## config.mk

```make
export PLATFORM = sky130hd
export DESIGN_NAME = sar_ctrl
export DESIGN_NICKNAME = d
export VERILOG_FILES = /design/src/rtl/sar_pkg.sv /design/src/rtl/sar_seq.sv /design/src/rtl/sar_reg.sv /design/src/rtl/sar_ser.sv /design/src/rtl/sar_ctrl.sv
export SDC_FILE = /design/constraint.sdc
export NUM_CORES = 1
export LEC_CHECK = 0
export CAP_MARGIN = 15
export CORE_UTILIZATION = 28
export CTS_BUF_LIST = sky130_fd_sc_hd__clkbuf_4 sky130_fd_sc_hd__clkbuf_8
export CTS_CLUSTER_DIAMETER = 100
export DETAILED_ROUTE_END_ITERATION = 6
export GPL_ROUTABILITY_DRIVEN = 0
export HOLD_SLACK_MARGIN = 0.15
export PLACE_DENSITY_LB_ADDON = 0.12
export SLEW_MARGIN = 10
export SYNTH_ARGS = -nofsm -noshare
export SYNTH_HDL_FRONTEND = slang
export SYNTH_SLANG_ARGS = --single-unit
```

## constraint.sdc

```tcl
create_clock -name clk -period 1.8 [get_ports clk]
set_input_delay 0.18 -clock clk [delete_from_list [all_inputs] [get_ports clk]]
set_output_delay 0.18 -clock clk [all_outputs]
set_load 0.05 [all_outputs]
```

## src/rtl/sar_pkg.sv

```systemverilog
package sar_pkg;
  typedef enum logic {
    ST_IDLE = 1'b0,
    ST_CONV = 1'b1
  } sar_st_e;
endpackage

```

## src/rtl/sar_seq.sv

```systemverilog
// Sequencer: start edge detection, bit pointer, busy/done state.
module sar_seq
  import sar_pkg::*;
#(
  parameter int WIDTH = 8,
  localparam int PW = (WIDTH > 1) ? $clog2(WIDTH) : 1
) (
  input  logic          clk,
  input  logic          rst_n,
  input  logic          start_i,
  input  logic          clr_i,
  input  logic          stop_i,
  output logic          load_o,
  output logic          dec_o,
  output logic          last_o,
  output logic [PW-1:0] ptr_o,
  output logic          busy_o,
  output logic          eoc_o
);
  sar_st_e       st_q, st_d;
  logic [PW-1:0] ptr_q, ptr_d;
  logic          eoc_q, eoc_d;
  logic          start_q;
  logic          rise;

  always_comb begin
    rise   = start_i & ~start_q;
    load_o = ~clr_i & rise;
    dec_o  = ~clr_i & ~rise & (st_q == ST_CONV);
    last_o = dec_o & ((ptr_q == '0) | stop_i);
  end

  always_comb begin
    st_d  = st_q;
    ptr_d = ptr_q;
    eoc_d = eoc_q;
    if (clr_i) begin
      st_d  = ST_IDLE;
      eoc_d = 1'b0;
    end else if (load_o) begin
      st_d  = ST_CONV;
      ptr_d = PW'(WIDTH - 1);
      eoc_d = 1'b0;
    end else if (dec_o) begin
      if (last_o) begin
        st_d  = ST_IDLE;
        eoc_d = 1'b1;
      end else begin
        ptr_d = ptr_q - 1'b1;
      end
    end
  end

  always_ff @(posedge clk or negedge rst_n) begin
    if (!rst_n) begin
      st_q    <= ST_IDLE;
      ptr_q   <= '0;
      eoc_q   <= 1'b0;
      start_q <= 1'b0;
    end else begin
      st_q    <= st_d;
      ptr_q   <= ptr_d;
      eoc_q   <= eoc_d;
      start_q <= start_i;
    end
  end

  assign ptr_o  = ptr_q;
  assign busy_o = (st_q == ST_CONV);
  assign eoc_o  = eoc_q;
endmodule

```

## src/rtl/sar_reg.sv

```systemverilog
// Trial/result register, one enabled flop per bit.
module sar_reg #(
  parameter int WIDTH = 8,
  localparam int PW = (WIDTH > 1) ? $clog2(WIDTH) : 1
) (
  input  logic             clk,
  input  logic             rst_n,
  input  logic             clr_i,
  input  logic             load_i,
  input  logic             dec_i,
  input  logic             last_i,
  input  logic [PW-1:0]    ptr_i,
  input  logic             cmp_i,
  output logic [WIDTH-1:0] data_o
);
  for (genvar i = 0; i < WIDTH; i++) begin : g_bit
    logic hit, below, en, d, q;

    always_comb begin
      hit   = (int'(ptr_i) == i);
      below = (int'(ptr_i) == i + 1);
      en    = clr_i | load_i | (dec_i & (hit | (below & ~last_i)));
      if (clr_i)            d = 1'b0;
      else if (load_i)      d = (i == WIDTH - 1);
      else if (dec_i & hit) d = cmp_i;
      else                  d = 1'b1;
    end

    always_ff @(posedge clk or negedge rst_n) begin
      if (!rst_n)  q <= 1'b0;
      else if (en) q <= d;
    end

    assign data_o[i] = q;
  end
endmodule

```

## src/rtl/sar_ser.sv

```systemverilog
// Serial output of each decided bit with a one-cycle strobe.
module sar_ser (
  input  logic clk,
  input  logic rst_n,
  input  logic dec_i,
  input  logic cmp_i,
  output logic ser_o,
  output logic vld_o
);
  logic ser_q, vld_q;

  always_ff @(posedge clk or negedge rst_n) begin
    if (!rst_n) begin
      ser_q <= 1'b0;
      vld_q <= 1'b0;
    end else begin
      vld_q <= dec_i;
      if (dec_i) ser_q <= cmp_i;
    end
  end

  assign ser_o = ser_q;
  assign vld_o = vld_q;
endmodule

```

## src/rtl/sar_ctrl.sv

```systemverilog
module sar_ctrl #(
  parameter int WIDTH = 8
) (
  input  logic             clk,
  input  logic             rst_n,
  input  logic             start_i,
  input  logic             clr_i,
  input  logic             stop_i,
  input  logic             cmp_i,
  output logic [WIDTH-1:0] data_o,
  output logic             busy_o,
  output logic             eoc_o,
  output logic             ser_o,
  output logic             ser_vld_o
);
  localparam int PW = (WIDTH > 1) ? $clog2(WIDTH) : 1;

  logic          load, dec, last;
  logic [PW-1:0] ptr;

  sar_seq #(.WIDTH(WIDTH)) u_seq (
    .clk(clk), .rst_n(rst_n), .start_i(start_i), .clr_i(clr_i), .stop_i(stop_i),
    .load_o(load), .dec_o(dec), .last_o(last), .ptr_o(ptr),
    .busy_o(busy_o), .eoc_o(eoc_o)
  );

  sar_reg #(.WIDTH(WIDTH)) u_reg (
    .clk(clk), .rst_n(rst_n), .clr_i(clr_i), .load_i(load), .dec_i(dec),
    .last_i(last), .ptr_i(ptr), .cmp_i(cmp_i), .data_o(data_o)
  );

  sar_ser u_ser (
    .clk(clk), .rst_n(rst_n), .dec_i(dec), .cmp_i(cmp_i),
    .ser_o(ser_o), .vld_o(ser_vld_o)
  );
endmodule

```

==> metrics, run 1 <==
HP Class=in2async; I/O Buffers=17; Fmax achieved=611 MHz; Worst EP required=1620 ps; Finish-stage setup viols=0; Least-Margin Pin Slew=544 ps; number of global-route vias before repair=636; Bufs and invs on worst path=1; Primary FF master, synth=dfrtp_1; sequential area share after synthesis=42.0%; Starting Density=30.2%; grt ovf=0; Routed WL=1820 um; delay-heaviest family, CP=buffers and inverters; combinational share of power=31.9%; P_int=0.581 mW; site row count=20; Max Transition Viols Final=0; worst clock skew=4.75 ps; top sig layer=met4; Sink Count=16; startpoint types=register; Final min period=1640 ps; Layout fillers=354; DRC errors left=0; Vias=672; Post-CTS Setup Repair Bufs=0; library cells used by synthesis=31; ANT nets after route=0; setup TNS=0 ps; CP Data Arrival Time=1460 ps; Post-synth ARST share=100%; full die area=3640 um2; fin crit share=91.0%; largest net degree at the start of global routing=17; Worst-path clk slew=90 ps; Seq pwr share=46.7%; Synth warnings=0; chip width=60.4 um; Skew-Pair Late Insertion Delay=290 ps; core area=3150 um2; Yosys top cell area share=42.0%; Post-synth top cells=16 x dfrtp_1, 8 x buf_4, 7 x nor2_1, 5 x a31oi_1, 5 x ha_1; #FFs+latches synth=16; switching share of power=35.4%; fraction of layout cells with a size suffix above 1=14.0%; Syn Inst Count=90; gr usage total=12.3%; cts bufs inserted=3; Antenna diodes=0; fin nets=113; first-pass detailed-route iteration total=4; EDFF count, synth=0; Seq. cell area=400 um2; Worst path slowest cell=clkdlybuf4s50_1; DP Worst Slack=221 ps; clk root buf=clkbuf_4; Critical Path Sink Type=output pin; final critical-path setup slack=162 ps; I/O pin count=18; Final Hold Viols=0; post-route cell area=1130 um2; Post-Route M1 WL=890 um; area delta synth->final=18.9%; CTS resizes=0; H-tree Lvls=1; Pwr Density=794 nW/um2; Mapped Nets=101; largest cells by area after synthesis=dfrtp_1 42%, ha_1 6.6%, buf_4 6.3%; largest fanout on the critical path=2; Max-Cap Viols=0; RSZ-0062 raised after global routing=false; initial antenna violation count=0; first-pass GRT wire length=3170 um; vias per cell=4.67; top-count cell post-synth=dfrtp_1; CTS max path bufs=2; met2 wire len=834 um; mean post-synth cell area=10.6 um2; worst path cell trace=clkdlybuf4s50_1; Multi-input gate area=442 um2; routed length on met3=71 um; hpwl dp=1360 um; peak per-stage delay on the critical path=800 ps; post-synthesis cell area=953 um2; Net Switching=0.319 mW; Max VDD drop=408 uV; TritonCTS clock tree=yes; cell taking the most area after synthesis=dfrtp_1; Placed Area=1110 um2; WS Path Type=reg2out; Slew Limit Headroom=63.8%; Clk pwr share=21.4%; status=finished clean; leak pwr=0.549 nW; drt initial violations=10; WL/cell=12.6 um; cts hold-fix bufs=0; overall die height=60.4 um
==> metal layers <==
metal | vias to the layer above | global-route usage, %
met5 | - | 0
met4 | 0 | 5.98
li1 | 333 | -
met1 | 324 | 16.4
met2 | 11 | 18.1
met3 | 4 | 3.84
==> metrics by stage <==
stage                     utilization [%]  total power, mW  instances  hold WS [ps]
final                                36.0            0.900        144           196
after floorplan                         -            0.633         90          -116
after detailed placement             35.2            0.720        141           497
after global routing                 36.0            0.958        144           217
after CTS                            36.0            0.918        144           195
after global placement               35.2            0.722        141           502
==> power by group through the flow <==
| stage | sequential [mW] | clock, mW | combinational [mW] |
|---|---|---|---|
| floorplan | 0.448 | 0 | 0.185 |
| global placement | 0.430 | 0 | 0.292 |
| detailed placement | 0.429 | 0 | 0.291 |
| CTS | 0.422 | 0.204 | 0.292 |
| global route | 0.426 | 0.214 | 0.318 |
| finish | 0.421 | 0.192 | 0.287 |
==> flip-flops by register name, indices dropped and copies added (netlist names) <==
signal and count:
u_ser.ser_o 1, u_seq.ptr_o 3, u_reg.g_bit.q 8, u_seq.busy_o 1, u_seq.eoc_o 1, u_seq.start_q 1
u_ser.vld_o 1
==> final cells by class <==
type	instances	area share, %
Multi-Input combinational cell	57	39.0
Clock buffer	3	1.99
Inverter	5	1.66
Sequential cell	16	35.3
Tap cell	44	4.86
Timing Repair Buffer	19	17.2
==> cells by family (layout without fill, tap and decap cells) <==
| logic type | count (synthesis) | in the layout | share of synthesized area [%] |
|---|---|---|---|
| buf+inv | 17 | 27 | 11.7 |
| compound gates | 25 | 25 | 18.1 |
| simple gates | 24 | 24 | 18.0 |
| flops | 16 | 16 | 42.0 |
| fa+ha+maj | 5 | 5 | 6.56 |
| mux | 3 | 3 | 3.67 |
==> layout by cell type, fill, tap and decap left out, types with 2 or more instances in the layout <==
| cell type | instances |
|---|---|
| a21o_1 | 4 |
| a21oi_1 | 4 |
| a311oi_1 | 4 |
| a31oi_1 | 5 |
| buf_4 | 2 |
| clkbuf_4 | 3 |
| clkdlybuf4s50_1 | 16 |
| dfrtp_1 | 16 |
| ha_1 | 5 |
| inv_1 | 4 |
| mux2i_1 | 2 |
| nand2_1 | 3 |
| nand2b_1 | 3 |
| nand3_1 | 2 |
| nand3b_4 | 2 |
| nor2_1 | 7 |
| nor3_2 | 2 |
| o21ai_1 | 2 |
==> final timing paths <==
kind / from / end / slack, ps / cells past startpoint
hold / removal: rst_n / u_reg.g_bit[7].q / 200 / 2
setup reg to reg: u_seq.ptr_o[0] / u_reg.g_bit[1].q / 250 / 6
max in group asynchronous: rst_n / u_reg.g_bit[4].q / 1420 / 2
min in group clk: start_i / u_seq.start_q / 400 / 1
hold reg to reg: u_seq.eoc_o / u_seq.eoc_o / 520 / 2
setup / recovery: u_reg.g_bit[6].q / data_o[6] / 160 / 1
Power figures use the tool's default switching activity.
==> inputs of run 2 (changes only) <==
--- a/config.mk
+++ b/config.mk
@@ -5,6 +5,7 @@
 export SDC_FILE = /design/constraint.sdc
 export NUM_CORES = 1
 export LEC_CHECK = 0
+export ABC_AREA = 1
 export CAP_MARGIN = 15
 export CORE_UTILIZATION = 28
 export CTS_BUF_LIST = sky130_fd_sc_hd__clkbuf_4 sky130_fd_sc_hd__clkbuf_8
==> run 2 against run 1 <==
- worst setup slack lost 7.5 ps
- highest routed layer unchanged
- fmax is 0.45% lower
- via count up 15%
==> metrics, run 2 <==
status=finished clean; Setup crit end=ser_o; fin nets=153 (+35%); #FFs+latches synth=16 (unchanged); Vias=775 (+15%); HP Class=in2async; compound-gate portion of the synthesized area=7.17% (-11 points); Worst path depth=1 (unchanged); I/O pin count=18 (unchanged); DRC errors left=0 (unchanged); sequential area share after synthesis=40.3% (-1.7 points); grt peak-use layer=met2; chip width=61.6 um (+2.1%); largest fanout on the critical path=2 (unchanged); vias per cell=4.14 (-11%); top-count cell post-synth=nor2_1; area delta synth->final=20.8%; Bufs and invs on worst path=1 (unchanged); Final Hold Viols=0 (unchanged); worst path cell trace=clkdlybuf4s50_1; XOR/XNOR Fraction of Synth Area=0% (unchanged); CTS max path bufs=2 (unchanged); Critical R2R Launch=u_seq.ptr_o[0]; TritonCTS clock tree=yes; grt ovf=0 (unchanged); most frequent cells in the layout=24 x nor2_1, 23 x inv_1, 16 x nand2_1, 16 x clkdlybuf4s50_1, 16 x dfrtp_1; Post-synth top cells=24 x nor2_1, 23 x inv_1, 16 x dfrtp_1, 16 x nand2_1; Slew Limit Headroom=66.4% (+2.6 points); WL/cell=10.3 um (-19%); EDFF count, synth=0 (unchanged); Fin Hold WS=199 ps (+3.79 ps); largest net degree at the start of global routing=17 (unchanged); setup TNS=0 ps (unchanged); Worst EP required=1620 ps (about the same); fin crit share=91.4% (+0.42 points); Max VDD drop=508 uV (+24%); fraction of layout cells with a size suffix above 1=9.93% (-4.1 points); final core occ=35.7% (-0.24 points); first-pass detailed-route iteration total=4 (unchanged); startpoint types=register; post-route cell area=1200 um2 (+6.0%); met1 usage=17.2% (+0.80 points); worst setup path startpoint=u_ser.ser_o; I/O Buffers=17 (unchanged); Max Transition Viols Final=0 (unchanged); Layout fillers=387 (+9.3%); Starting Density=29.6% (-0.66 points); DP Worst Slack=310 ps (+88.7 ps); PnR Total Power=0.885 mW (-1.7%); worst clock skew=4.29 ps (-0.460 ps); H-tree Lvls=1 (unchanged); number of global-route vias before repair=752 (+18%); Skew-Pair Late Insertion Delay=290 ps (about the same); Final Non-Filler Cells=187 (+30%); ANT nets after route=0 (unchanged); Placed Area=1160 um2 (+4.6%); Routed WL=1920 um (+5.7%); multiplexer share of the synthesized area=0% (-3.7 points); full die area=3790 um2 (+4.2%); WS Path Type=reg2out; Yosys top cell area share=40.3% (-1.7 points); reg2reg end=u_reg.g_bit[6].q; largest cells by area after synthesis=dfrtp_1 40%, nor2_1 9.1%, inv_1 8.7%; library cells used by synthesis=20 (-35%); Primary FF master, synth=dfrtp_1; Pwr Density=737 nW/um2 (-7.2%); clk root buf=clkbuf_4; Fmax achieved=608 MHz (-0.45%); max FFs per register=8 (unchanged); Max-Cap Viols=0 (unchanged); Worst path slowest cell=clkdlybuf4s50_1; Finish-stage setup viols=0 (unchanged); delay-heaviest family, CP=buffers and inverters; post-synthesis cell area=995 um2 (+4.3%); cts bufs inserted=3 (unchanged); most flop-heavy register=u_reg.g_bit.q; CP Data Arrival Time=1470 ps (about the same); gr usage total=12.7% (+0.38 points); hpwl dp=1470 um (+7.8%); drt initial violations=15 (+5); Synth warnings=0 (unchanged); Critical Path Sink Type=output pin; Synth Area in Adders=6.29% (-0.27 points); met3 usage=4.41% (+0.57 points); Mapped Nets=139 (+38%); initial antenna violation count=0 (unchanged); M2 GR Usage=18.6% (+0.53 points); cell taking the most area after synthesis=dfrtp_1; Worst-path clk slew=100 ps (about the same); leak pwr=0.613 nW (+12%); core area=3360 um2 (+6.7%); Antenna diodes=0 (unchanged); final critical-path setup slack=155 ps (-7.48 ps); Post-synth ARST share=100% (unchanged); Syn Inst Count=128 (+42%); Post-CTS Setup Repair Bufs=0 (unchanged); largest family of logic cells by synthesized area=simple AND/OR/NAND/NOR gates; Simple-Gate Fraction of Synth Area=30.4% (+12 points); Final min period=1650 ps (+7.48 ps); placed cells=183 (+30%); first-pass GRT wire length=3420 um (+7.8%); RSZ-0062 raised after global routing=false; Sink Count=16 (unchanged); mean post-synth cell area=7.77 um2 (-27%); site row count=21 (+5.0%); Least-Margin Pin Slew=504 ps (-39.6 ps); worst reg-to-reg setup slack=410 ps (+160 ps); commonest non-fill, non-tap cell in the layout=nor2_1; peak per-stage delay on the critical path=810 ps (about the same); depth of the most critical reg-to-reg path=6 (unchanged); overall die height=61.6 um (+2.1%)
==> run 2: logic make-up after synthesis <==
kind of cell	after synthesis
compound gates	13
buf+inv	33
simple gates	61
flops	16
fa+ha+maj	5
==> run 2: cell type report <==
type,instances,area [um2],area share [%]
timing repair buffer,18,180,15.0
inverter,24,90.1,7.50
clock buffer,4,36.3,3.02
multi-input combinational,79,437,36.4
tap,46,57.6,4.79
sequential,16,400,33.3
==> run 2: layer usage <==
metal	routed length, um	vias to the layer above
li1	-	413
met1	1010	341
met2	803	16
met3	77	5
met4	30	0
met5	0	-
==> run 2: power by group <==
part / internal (mW) / switching [mW] / total [mW] / leakage (nW)
combinational: 0.0831 / 0.147 / 0.230 / 0.386
clock: 0.123 / 0.122 / 0.245 / 0.0210
sequential: 0.385 / 0.0251 / 0.410 / 0.206
==> run 2: repair_timing <==
item | 4_1_cts | 5_1_grt
hold buffers | 0 | 0
resized for setup | 0 | 1
setup endpoints to repair | 0 | 1
==> run 2: worst min path at each step <==
stage | start | end | slack [ps] | cells after the start
after global routing | rst_n | u_seq.ptr_o[1] | 210 | 2
final | rst_n | u_seq.ptr_o[1] | 200 | 2
after CTS | rst_n | u_seq.ptr_o[1] | 200 | 2
after global placement | u_seq.eoc_o | u_seq.eoc_o | 490 | 2
after floorplan | rst_n | u_reg.g_bit[0].q | -120 | 0
after detailed placement | u_seq.eoc_o | u_seq.eoc_o | 500 | 2
==> inputs of run 3 (changes only) <==
--- a/config.mk
+++ b/config.mk
@@ -7,6 +7,7 @@
 export LEC_CHECK = 0
 export ABC_AREA = 1
 export CAP_MARGIN = 15
+export CORE_MARGIN = 1.5
 export CORE_UTILIZATION = 28
 export CTS_BUF_LIST = sky130_fd_sc_hd__clkbuf_4 sky130_fd_sc_hd__clkbuf_8
 export CTS_CLUSTER_DIAMETER = 100
==> run 3 against run 2 <==
- design area is 1.4% lower
- flip-flop and latch count stayed put
- clock power is 22% lower
- utilization is 0.48 points lower
- hold slack better by 6.3 ps
- via count is 0.90% higher
- sequential power hardly changed
- cell count is 0.53% lower
- die area is 3.3% higher
- fmax is 4.0% lower
- critical path depth stayed put
- first-iteration DRC count is 40% higher
- largest cell class unchanged
- highest routed layer unchanged
==> metrics, run 3 (synthesized netlist as in run 2, its figures left out) <==
status=finished clean; Placed Area=1160 um2 (unchanged); Slew Limit Headroom=66.6% (+0.27 points); startpoint types=register; PnR Total Power=0.830 mW (-6.2%); RSZ-0062 raised after global routing=false; commonest non-fill, non-tap cell in the layout=nor2_1; placed cells=183 (unchanged); Bufs and invs on worst path=1 (unchanged); Fmax achieved=583 MHz (-4.0%); Critical Path Sink Type=output pin; worst path cell trace=clkdlybuf4s50_1; fin nets=153 (unchanged); Pwr Density=700 nW/um2 (-4.9%); cts hold-fix bufs=0 (unchanged); Sink Count=16 (unchanged); Vias=782 (+0.90%); final critical-path setup slack=85.9 ps (-68.8 ps); Worst path slowest cell=clkdlybuf4s50_1; Max-Cap Viols=0 (unchanged); I/O pin count=18 (unchanged); vias per cell=4.20 (+1.4%); I/O Buffers=17 (unchanged); area delta synth->final=19.1%; overall die height=62.6 um (+1.6%); first-pass GRT wire length=3730 um (+9.3%); Layout fillers=392 (+1.3%); CTS max path bufs=2 (unchanged); grt ovf=0 (unchanged); fraction of layout cells with a size suffix above 1=9.29% (-0.64 points); Routed WL=1970 um (+2.5%); fin crit share=95.2% (+3.8 points); most frequent cells in the layout=24 x nor2_1, 23 x inv_1, 17 x clkdlybuf4s50_1; post-route cell area=1180 um2 (-1.4%); TritonCTS clock tree=yes; first-pass detailed-route iteration total=2 (-2); setup TNS=0 ps (unchanged); Final Non-Filler Cells=186 (-0.53%); depth of the most critical reg-to-reg path=7 (+1); worst reg-to-reg setup slack=440 ps (+30 ps); largest fanout on the critical path=4 (+2); worst clock skew=3.13 ps (-1.16 ps); WL/cell=10.6 um (+3.0%); HP Class=in2async; Worst path depth=1 (unchanged); DP Worst Slack=315 ps (+4.97 ps); ANT nets after route=0 (unchanged); CP Data Arrival Time=1530 ps (+60 ps); Worst EP required=1620 ps (about the same); chip width=62.6 um (+1.6%); Final Hold Viols=0 (unchanged); Skew-Pair Late Insertion Delay=290 ps (about the same); H-tree Lvls=1 (unchanged); DRC errors left=0 (unchanged); drt initial violations=21 (+6); Least-Margin Pin Slew=499 ps (-4.81 ps); max FFs per register=8 (unchanged); hpwl dp=1520 um (+3.3%); peak per-stage delay on the critical path=830 ps (+20 ps); Starting Density=29.6% (unchanged); cts bufs inserted=3 (unchanged); Final min period=1710 ps (+68.8 ps); initial antenna violation count=0 (unchanged); Post-CTS Setup Repair Bufs=0 (unchanged); most flop-heavy register=u_reg.g_bit.q; clk root buf=clkbuf_4; Finish-stage setup viols=0 (unchanged); Max Transition Viols Final=0 (unchanged); full die area=3920 um2 (+3.3%); site row count=21 (unchanged); leak pwr=0.590 nW (-3.8%); delay-heaviest family, CP=buffers and inverters; WS Path Type=reg2out; core area=3360 um2 (unchanged); number of global-route vias before repair=843 (+12%); CTS resizes=0 (unchanged); Antenna diodes=0 (unchanged); gr usage total=11.6% (-1.1 points); Worst-path clk slew=90 ps (about the same); largest net degree at the start of global routing=17 (unchanged); Max VDD drop=358 uV (-30%)
==> run 3: cell count changes in the layout (fill, tap and decap cells not counted) <==
cell	before	now
clkbuf_8	1	0
clkdlybuf4s50_1	16	17
dlymetal6s2s_1	1	0
==> run 3: worst paths after layout <==
check	start	endpoint
worst min-delay path	rst_n	u_reg.g_bit[0].q
worst max-delay path	u_seq.busy_o	busy_o
worst max register to register	u_seq.ptr_o[0]	u_reg.g_bit[0].q
max in group asynchronous	rst_n	u_seq.start_q
worst min register to register	u_seq.eoc_o	u_seq.eoc_o
min in group clk	start_i	u_seq.start_q
==> run 3: report_power, final <==
group / internal (mW) / total (mW) / leakage (nW) / switching (mW)
logic: 0.0836 / 0.231 / 0.370 / 0.147
clock network: 0.0779 / 0.190 / 0.0138 / 0.112
registers: 0.385 / 0.409 / 0.206 / 0.0249
total: 0.546 / 0.830 / 0.590 / 0.284
==> run 3: layout make-up <==
cell class / instances / area, um2 / share of cell area, %
tap: 46 / 57.6 / 4.86
multi-input combinational: 79 / 437 / 36.9
inverter: 24 / 90.1 / 7.60
sequential: 16 / 400 / 33.8
timing repair buffer: 18 / 178 / 15.0
clock buffer: 3 / 22.5 / 1.90
==> run 3: through the flow <==
stage / utilization, % / hold slack, ps
after global placement: 34.6 / 488
after CTS: 35.2 / 210
after detailed placement: 34.6 / 495
final: 35.2 / 206
after global routing: 35.2 / 225
after floorplan: - / -116
==> run 3: per-layer routing <==
layer  routed length, um  global-route usage [%]  up-vias
met5                   0                       0        -
met4                  30                    4.17        0
met3                  91                    2.34        2
met2                 832                    18.3       16
met1                1020                    15.8      354
li1                    -                       -      410
